[src/rtl/bscan_pkg.sv]
// Package: shared types for the boundary scan chain.
// Assumes: one operation on the shift stage per clock edge.
package bscan_pkg;

    // Operation applied to every shift stage at a rising edge
    typedef enum logic [1:0] {
        OP_HOLD    = 2'd0,
        OP_SHIFT   = 2'd1,
        OP_CAPTURE = 2'd2
    } cell_op_e;

endpackage

[src/rtl/bscan_op_decode.sv]
// Module: turns the raw capture/shift strobes into one cell operation.
// Assumes: capture outranks shift when both are raised together.
module bscan_op_decode
    import bscan_pkg::*;
(
    input  logic     tck,
    input  logic     rst_n,
    input  logic     capture,
    input  logic     shift,
    output cell_op_e op
);

    // Priority decode of the strobes
    always_comb begin
        if (capture)
            op = OP_CAPTURE;
        else if (shift)
            op = OP_SHIFT;
        else
            op = OP_HOLD;
    end

    // a capture request is never reported as a shift
    p_capture_wins_r4: assert property (@(posedge tck) disable iff (!rst_n)
        capture |-> op == OP_CAPTURE);

    // with neither strobe raised the stages are told to hold
    p_idle_holds_r9: assert property (@(posedge tck) disable iff (!rst_n)
        (!capture && !shift) |-> op == OP_HOLD);

endmodule

[src/rtl/bscan_cell.sv]
// Module: one boundary cell, with a shift flip-flop, an update latch and an output mux.
// Assumes: func_in is the signal the cell observes, and func_out drives the
// opposite side (the core for an input pin, the pin for an output pin).
module bscan_cell
    import bscan_pkg::*;
(
    input  logic     tck,
    input  logic     rst_n,
    input  cell_op_e op,
    input  logic     upd_en,
    input  logic     mode,
    input  logic     ser_in,
    input  logic     func_in,
    output logic     ser_out,
    output logic     func_out
);

    logic shift_q;
    logic upd_q;

    // Shift stage: capture, shift or hold
    always_ff @(posedge tck) begin
        if (!rst_n)
            shift_q <= 1'b0;
        else begin
            case (op)
                OP_CAPTURE: shift_q <= func_in;
                OP_SHIFT:   shift_q <= ser_in;
                default:    shift_q <= shift_q;
            endcase
        end
    end

    // Update latch: loads only on the update strobe
    always_ff @(posedge tck) begin
        if (!rst_n)
            upd_q <= 1'b0;
        else if (upd_en)
            upd_q <= shift_q;
    end

    // Output select: functional path or applied test value
    always_comb begin
        func_out = mode ? upd_q : func_in;
    end

    assign ser_out = shift_q;

    // capture loads the observed signal
    p_capture_load_r4: assert property (@(posedge tck) disable iff (!rst_n)
        op == OP_CAPTURE |=> shift_q == $past(func_in));

    // shift takes the neighbour's value
    p_shift_move_r3: assert property (@(posedge tck) disable iff (!rst_n)
        op == OP_SHIFT |=> shift_q == $past(ser_in));

    // no strobe leaves the stage unchanged
    p_hold_stage_r9: assert property (@(posedge tck) disable iff (!rst_n)
        op == OP_HOLD |=> $stable(shift_q));

    // the update latch moves only on update
    p_latch_steady_r5: assert property (@(posedge tck) disable iff (!rst_n)
        !upd_en |=> $stable(upd_q));

    // update copies the pre-edge shift value
    p_latch_copy_r5: assert property (@(posedge tck) disable iff (!rst_n)
        upd_en |=> upd_q == $past(shift_q));

endmodule

[src/rtl/bscan_tdo_stage.sv]
// Module: retimes the last chain stage onto the falling test-clock edge.
// Assumes: the reset is sampled synchronously on the falling edge.
module bscan_tdo_stage (
    input  logic tck,
    input  logic rst_n,
    input  logic last_bit,
    output logic tdo
);

    logic tdo_q;

    // Falling-edge output register
    always_ff @(negedge tck) begin
        if (!rst_n)
            tdo_q <= 1'b0;
        else
            tdo_q <= last_bit;
    end

    assign tdo = tdo_q;

    // tdo shows the last stage from the previous falling edge
    p_tdo_follow_r7: assert property (@(negedge tck) disable iff (!rst_n)
        $past(rst_n) |-> tdo == $past(last_bit));

endmodule

[src/rtl/bscan_chain.sv]
// Module: top of the boundary scan chain. Input-pin cells come first after tdi,
// then output-pin cells, then the falling-edge serial output.
// Assumes: the strobes come from an external test controller, synchronous to tck.
module bscan_chain
    import bscan_pkg::*;
#(
    parameter int N_IN  = 8,
    parameter int N_OUT = 8
) (
    input  logic             tck,
    input  logic             rst_n,
    input  logic             capture,
    input  logic             shift,
    input  logic             update,
    input  logic             mode,
    input  logic             tdi,
    output logic             tdo,
    input  logic [N_IN-1:0]  pin_in,
    output logic [N_IN-1:0]  core_in,
    input  logic [N_OUT-1:0] core_out,
    output logic [N_OUT-1:0] pin_out
);

    localparam int LEN = N_IN + N_OUT;

    cell_op_e           op;
    logic [LEN-1:0]     stage_q;
    logic [LEN-1:0]     func_src;
    logic [LEN-1:0]     func_dst;

    bscan_op_decode u_decode (
        .tck     (tck),
        .rst_n   (rst_n),
        .capture (capture),
        .shift   (shift),
        .op      (op)
    );

    // Observed signals, input pins first and then core outputs
    assign func_src = {core_out, pin_in};

    // One cell per stage, stage 0 fed from tdi
    for (genvar k = 0; k < LEN; k++) begin : g_cell
        logic ser_src;
        if (k == 0) begin : g_head
            assign ser_src = tdi;
        end else begin : g_link
            assign ser_src = stage_q[k-1];
        end
        bscan_cell u_cell (
            .tck      (tck),
            .rst_n    (rst_n),
            .op       (op),
            .upd_en   (update),
            .mode     (mode),
            .ser_in   (ser_src),
            .func_in  (func_src[k]),
            .ser_out  (stage_q[k]),
            .func_out (func_dst[k])
        );
    end

    assign core_in = func_dst[N_IN-1:0];
    assign pin_out = func_dst[LEN-1:N_IN];

    bscan_tdo_stage u_tdo (
        .tck      (tck),
        .rst_n    (rst_n),
        .last_bit (stage_q[LEN-1]),
        .tdo      (tdo)
    );

    // in normal mode the pins and the core connect straight through
    p_bypass_pins_r2: assert property (@(posedge tck) disable iff (!rst_n)
        !mode |-> (core_in == pin_in && pin_out == core_out));

    // in test mode, with no update, the outputs keep their values
    p_test_steady_r6: assert property (@(posedge tck) disable iff (!rst_n)
        (mode && !update) |=> (mode |-> $stable(pin_out)));

endmodule

[config.mk]
export PLATFORM = sky130hd
export DESIGN_NAME = bscan_chain
export DESIGN_NICKNAME = d
export VERILOG_FILES = /design/src/rtl/bscan_pkg.sv /design/src/rtl/bscan_op_decode.sv /design/src/rtl/bscan_cell.sv /design/src/rtl/bscan_tdo_stage.sv /design/src/rtl/bscan_chain.sv
export SDC_FILE = /design/constraint.sdc
export NUM_CORES = 1
export LEC_CHECK = 0
export ABC_AREA = 1
export BUFFER_PORTS_ARGS = -buffer_cell sky130_fd_sc_hd__buf_2
export CAP_MARGIN = 0
export CORE_MARGIN = 8
export CORE_UTILIZATION = 52
export DETAILED_ROUTE_END_ITERATION = 8
export MAX_ROUTING_LAYER = met4
export PLACE_DENSITY = 0.77
export SYNTH_ARGS = -nofsm -noshare
export SYNTH_HDL_FRONTEND = slang
export SYNTH_SLANG_ARGS = --single-unit
[constraint.sdc]
create_clock -name tck -period 1.4 [get_ports tck]
set_input_delay 0.28 -clock tck [delete_from_list [all_inputs] [get_ports tck]]
set_output_delay 0.28 -clock tck [all_outputs]
set_load 0.01 [all_outputs]
==> impl_metrics.yaml, run 1 <==
synthesis:
  yosys.cell_types.count: 16
  ys_ff_latch: 33
  postSynthCellCount: 228
  yosys_warnings: 0
  syn_nets: 251
  syn_avg_cell_area_um2: 7.65
  ys_seq_area_share_pct: 37.9
  netlist_area_mm2: 0.00174
critical_path:
  critical_path_class: "reg2out"
  cp-start-kind: "register"
  slowest_delay_ns: 0.29
  required_ns: 1.12
  worstPathCellList: "buf_2"
  crit_family: "flip-flops"
  path_buf_inv: 1
  endpoint_kind: "primary output"
  slowest_stage: "dfxtp_1"
  r2r_slack_ns: 0.21
  cp.arrival_ns: 1.50
  cp_max_fo: 1
cts:
  clkTransAtPathRegs_ns: 0.10
  hold_buffers: 0
  cts.sinks: 33
  clockBufferDepth: 2
  cts_tree: "yes"
  htreeDepth: 2
  clk_latency_ns: 0.39
  cts_buffers: 5
  cts_root_buf: "clkbuf_4"
grt:
  grtUsageTotal_pct: 15.0
  grt_pass1_wl_mm: 6.15
  grt_max_degree: 33
  antenna_found_initial: 0
  grt_pass1_vias: 1445
  overflow: 0
timing:
  hold_viol: 0
  rsz0062_at_grt: "true"
  holdWs_ns: 0.238
  skew_ns: 0.0541
  max_slew_margin_pct: 74.7
  worst_pin_slew_ns: 0.379
  final.setup.worst_slack_ns: -0.384
  slew_violations: 0
  setup_viol: 1
place:
  gp_congestion: 0.831
  io_buffers: 39
  dpl_cell_area_mm2: 0.00184
  place_hpwl_mm: 2.54
route:
  viasPerCell: 4.76
  drt-total-wl_mm: 3.66
  drtPass1Iterations: 4
  drtAntennaViolNets: 0
  wl_per_cell_um: 12.3
  vias: 1419
  post-route-drc-count: 0
  initialDrtViolationCount: 93
floorplan:
  coreArea_mm2: 0.00328
  rows: 21
  initial_core_util_pct: 53.1
  die_y_um: 73.9
  die-width_um: 73.9
  die_area_mm2: 0.00546
  io_pins: 40
power:
  power.leakage_nw: 1.07
  ir_drop_mv: 0.588
  power_density_mw_per_mm2: 1010
hold_path:
  hold_class: "in2reg"
layout:
  drive_gt1_share_pct: 31.0
  final_cell_mix: "nand2_1 (49), buf_2 (37), nand3_1 (32), nor2_1 (32), dfxtp_1 (26)"
  final_net_count: 274
  final_common_cell: "nand2_1"
  syn2layout_area_growth_pct: 11.6
  antenna_cells: 0
  final_area_mm2: 0.00195
status:
  status: "finished with violations"
  violations: "negative setup slack"
run:
  drv_cap: 0
[cells by family (layout without fill, tap and decap cells)]
group / count (synthesis) / count (layout) / synth area share [%]
compound gates: 16 / 16 / 4.59
buf+inv: 49 / 73 / 17.3
mux: 16 / 16 / 12.5
simple gates: 114 / 114 / 27.8
flops: 33 / 33 / 37.9
[layer usage]
metal  vias up  GRT usage (%)  wire [um]
li1        751              -          -
met1       629           15.9       1640
met2        33           24.7       1760
met3         6           5.46        208
met4         0           5.99         57
met5         -              -          0
[sequential cells by signal, summed over array words and instances, names as in the netlist]
name,count
g_cell.u_cell.upd_q,16
u_tdo.tdo,1
g_cell.u_cell.ser_out,16
[path summary, 6_finish.rpt]
| check | depth (start not counted) | startpoint | endpoint |
|---|---|---|---|
| worst min register to register | 2 | g_cell[1].u_cell.upd_q | g_cell[1].u_cell.upd_q |
| worst max-delay path | 1 | u_tdo.tdo | tdo |
| worst max register to register | 2 | g_cell[15].u_cell.ser_out | u_tdo.tdo |
| worst min-delay path | 5 | core_out[1] | g_cell[9].u_cell.ser_out |
[synthesized netlist by cell type]
master,n,area [um^2]
o21ai_0,6,30.0
nor2_8,1,20.0
o21ai_1,10,50.1
buf_6,3,33.8
mux2_4,10,150
mux2_1,6,67.6
dfxtp_1,33,661
nor2_1,32,120
nand2_1,49,184
inv_2,1,3.75
buf_8,1,15.0
inv_4,1,6.26
inv_1,18,67.6
nand3_1,32,160
buf_2,5,25.0
buf_4,20,150
[where the power goes]
group / switching, mW / internal, mW
Sequential: 0.0332 / 0.997
Clock: 0.337 / 0.240
Combinational: 0.187 / 0.180
Total: 0.557 / 1.42
[timing repair]
action,4_1_cts,5_1_grt
setup endpoints to repair,1,8
gates resized for setup,0,16
setup buffers,0,1
[cell type report]
class / instances / area, um^2
Clock inverter: 3 / 12.5
Tap cell: 46 / 57.6
Clock buffer: 6 / 51.3
Inverter: 19 / 73.8
Timing Repair Buffer: 45 / 278
Sequential cell: 33 / 669
Fill cell: 321 / 1340
Multi-Input combinational cell: 146 / 805
[through the flow]
stage	cells	TNS (ns)	utilization, %	setup slack [ns]	total power, mW
5_1_grt	298	-0.417	59.3	-0.417	2.09
4_1_cts	297	-0.391	57.7	-0.391	1.97
6_report	298	-0.384	59.3	-0.384	1.97
2_1_floorplan	228	0	-	0.0647	1.34
3_3_place_gp	289	0	55.9	0.0199	1.40
3_5_place_dp	289	0	55.9	0.0228	1.41
Note: power is estimated with default switching activity, not from simulation.
==> run 2, diff against run 1 <==
MAX_ROUTING_LAYER = not set   (was met4)
==> run 2 against run 1 <==
  * The flow still finishes with violations (negative setup slack)
  * Sequential share of layout area stayed put
  * Core utilization unchanged
  * Sequential power about the same
  * Largest cell class unchanged
  * Critical path depth unchanged
  * Critical path type unchanged
  * Clock power about the same
  * Combinational power about the same
  * Final cell count did not move
  * Clock skew unchanged
  * Register-to-register slack about the same
  * Routed wire length barely moved
  * Global-route usage decreased by 0.42 points
==> impl_metrics.yaml, run 2 (synthesized netlist as in run 1, its figures left out) <==
status:
  status: "finished with violations"
  violations: "negative setup slack"
timing:
  slew_violations: 0
  hold_viol: 0
  final.setup.worst_slack_ns: -0.384
  rsz0062_at_grt: "true"
  skew_ns: 0.0541
  holdWs_ns: 0.238
  setup_viol: 1
  worst_pin_slew_ns: 0.379
  fin_tns_setup_ns: -0.384
  max_slew_margin_pct: 74.7
cts:
  cts_tree: "yes"
  cts.sinks: 33
  clkTransAtPathRegs_ns: 0.10
  clk_latency_ns: 0.39
  hold_buffers: 0
  cts_root_buf: "clkbuf_4"
  cts_buffers: 5
  clockBufferDepth: 2
  htreeDepth: 2
critical_path:
  r2r_start: "g_cell[15].u_cell.ser_out"
  cp_max_fo: 1
  cp.arrival_ns: 1.50
  slowest_stage: "dfxtp_1"
  reg2regPathDepth: 2
  crit_family: "flip-flops"
  slowest_delay_ns: 0.29
  required_ns: 1.12
  r2r_slack_ns: 0.21
  endpoint_kind: "primary output"
  critical_path_class: "reg2out"
  path_buf_inv: 1
  worstPathCellList: "buf_2"
  cp-start-kind: "register"
  r2r-end: "u_tdo.tdo"
layout:
  register_area_um2: 669
  multi_input_area_um2: 805
  final_cell_mix: "nand2_1 (49), buf_2 (37), nand3_1 (32), nor2_1 (32), dfxtp_1 (26)"
  final_common_cell: "nand2_1"
  antenna_cells: 0
  drive_gt1_share_pct: 31.0
  nFillCells: 321
  final_net_count: 274
  syn2layout_area_growth_pct: 11.6
  instances_no_fill: 298
grt:
  overflow: 0
  grtUsageTotal_pct: 14.6
  antenna_found_initial: 0
  grt_max_degree: 33
  grt_pass1_wl_mm: 6.15
  grt_pass1_vias: 1445
place:
  io_buffers: 39
  dp_cells: 289
  pre_cts_ws_ns: 0.0228
  gp_congestion: 0.819
  place_hpwl_mm: 2.54
floorplan:
  die_y_um: 73.9
  rows: 21
  die-width_um: 73.9
  coreArea_mm2: 0.00328
  initial_core_util_pct: 53.1
  io_pins: 40
  die_area_mm2: 0.00546
route:
  drtPass1Iterations: 4
  post-route-drc-count: 0
  viasPerCell: 4.76
  drt-total-wl_mm: 3.66
  wl_per_cell_um: 12.3
  drtAntennaViolNets: 0
  vias: 1419
  initialDrtViolationCount: 93
power:
  power.leakage_nw: 1.07
  power_density_mw_per_mm2: 1010
  ir_drop_mv: 0.588
  total_power_mw: 1.97
hold_path:
  min_to: "g_cell[9].u_cell.ser_out"
  hold_class: "in2reg"
  min_from: "core_out[1]"
  min_delay_path_depth: 5
run:
  drv_cap: 0
-- run 2: cell type report --
type / count / share of cell area, %
multi-input cells: 146 / 41.3
well taps: 46 / 2.96
flip-flops and latches: 33 / 34.4
clock inverters: 3 / 0.643
inverters: 19 / 3.79
repair buffers: 45 / 14.3
clock buffers: 6 / 2.63
-- run 2: worst max-delay path by stage --
stage | start | to | slack, ns | cells after the start
after floorplan | mode | core_in[0] | 0.06 | 4
after global placement | u_tdo.tdo | tdo | 0.02 | 1
after detailed placement | u_tdo.tdo | tdo | 0.02 | 1
after CTS | u_tdo.tdo | tdo | -0.39 | 1
after global routing | u_tdo.tdo | tdo | -0.42 | 1
final | u_tdo.tdo | tdo | -0.38 | 1
-- run 2: power breakdown --
part           switching (mW)  leakage, nW  internal [mW]  total, mW
logic                   0.187        0.750          0.180      0.367
registers              0.0333        0.275          0.997       1.03
clock network           0.337       0.0410          0.240      0.577
-- run 2: repair_timing --
action	4_1_cts	5_1_grt
gates cloned	0	0
pin swaps	0	0
endpoints found under the setup margin	1	8
gates resized for setup	0	16
setup buffers	0	1
-- run 2: worst min-delay path: cells and delay by family --
kind | cells | cell delay [ns]
and+or+nand+nor | 3 | 0.15
buffers and inverters | 2 | 0.12
-- run 2: metal layers --
| layer | vias up | share of wire, % | global-route usage, % |
|---|---|---|---|
| li1 | 751 | - | - |
| met1 | 629 | 44 | 15.5 |
| met2 | 33 | 48 | 24.7 |
| met3 | 6 | 6.5 | 6.00 |
| met4 | 0 | 1.6 | 5.99 |
| met5 | - | 0 | 0 |
-- run 2: stage by stage --
step	util (%)	instance area, um^2
3_3_place_gp	55.9	1840
6_report	59.3	1950
2_1_floorplan	-	1740
5_1_grt	59.3	1950
4_1_cts	57.7	1900
3_5_place_dp	55.9	1840
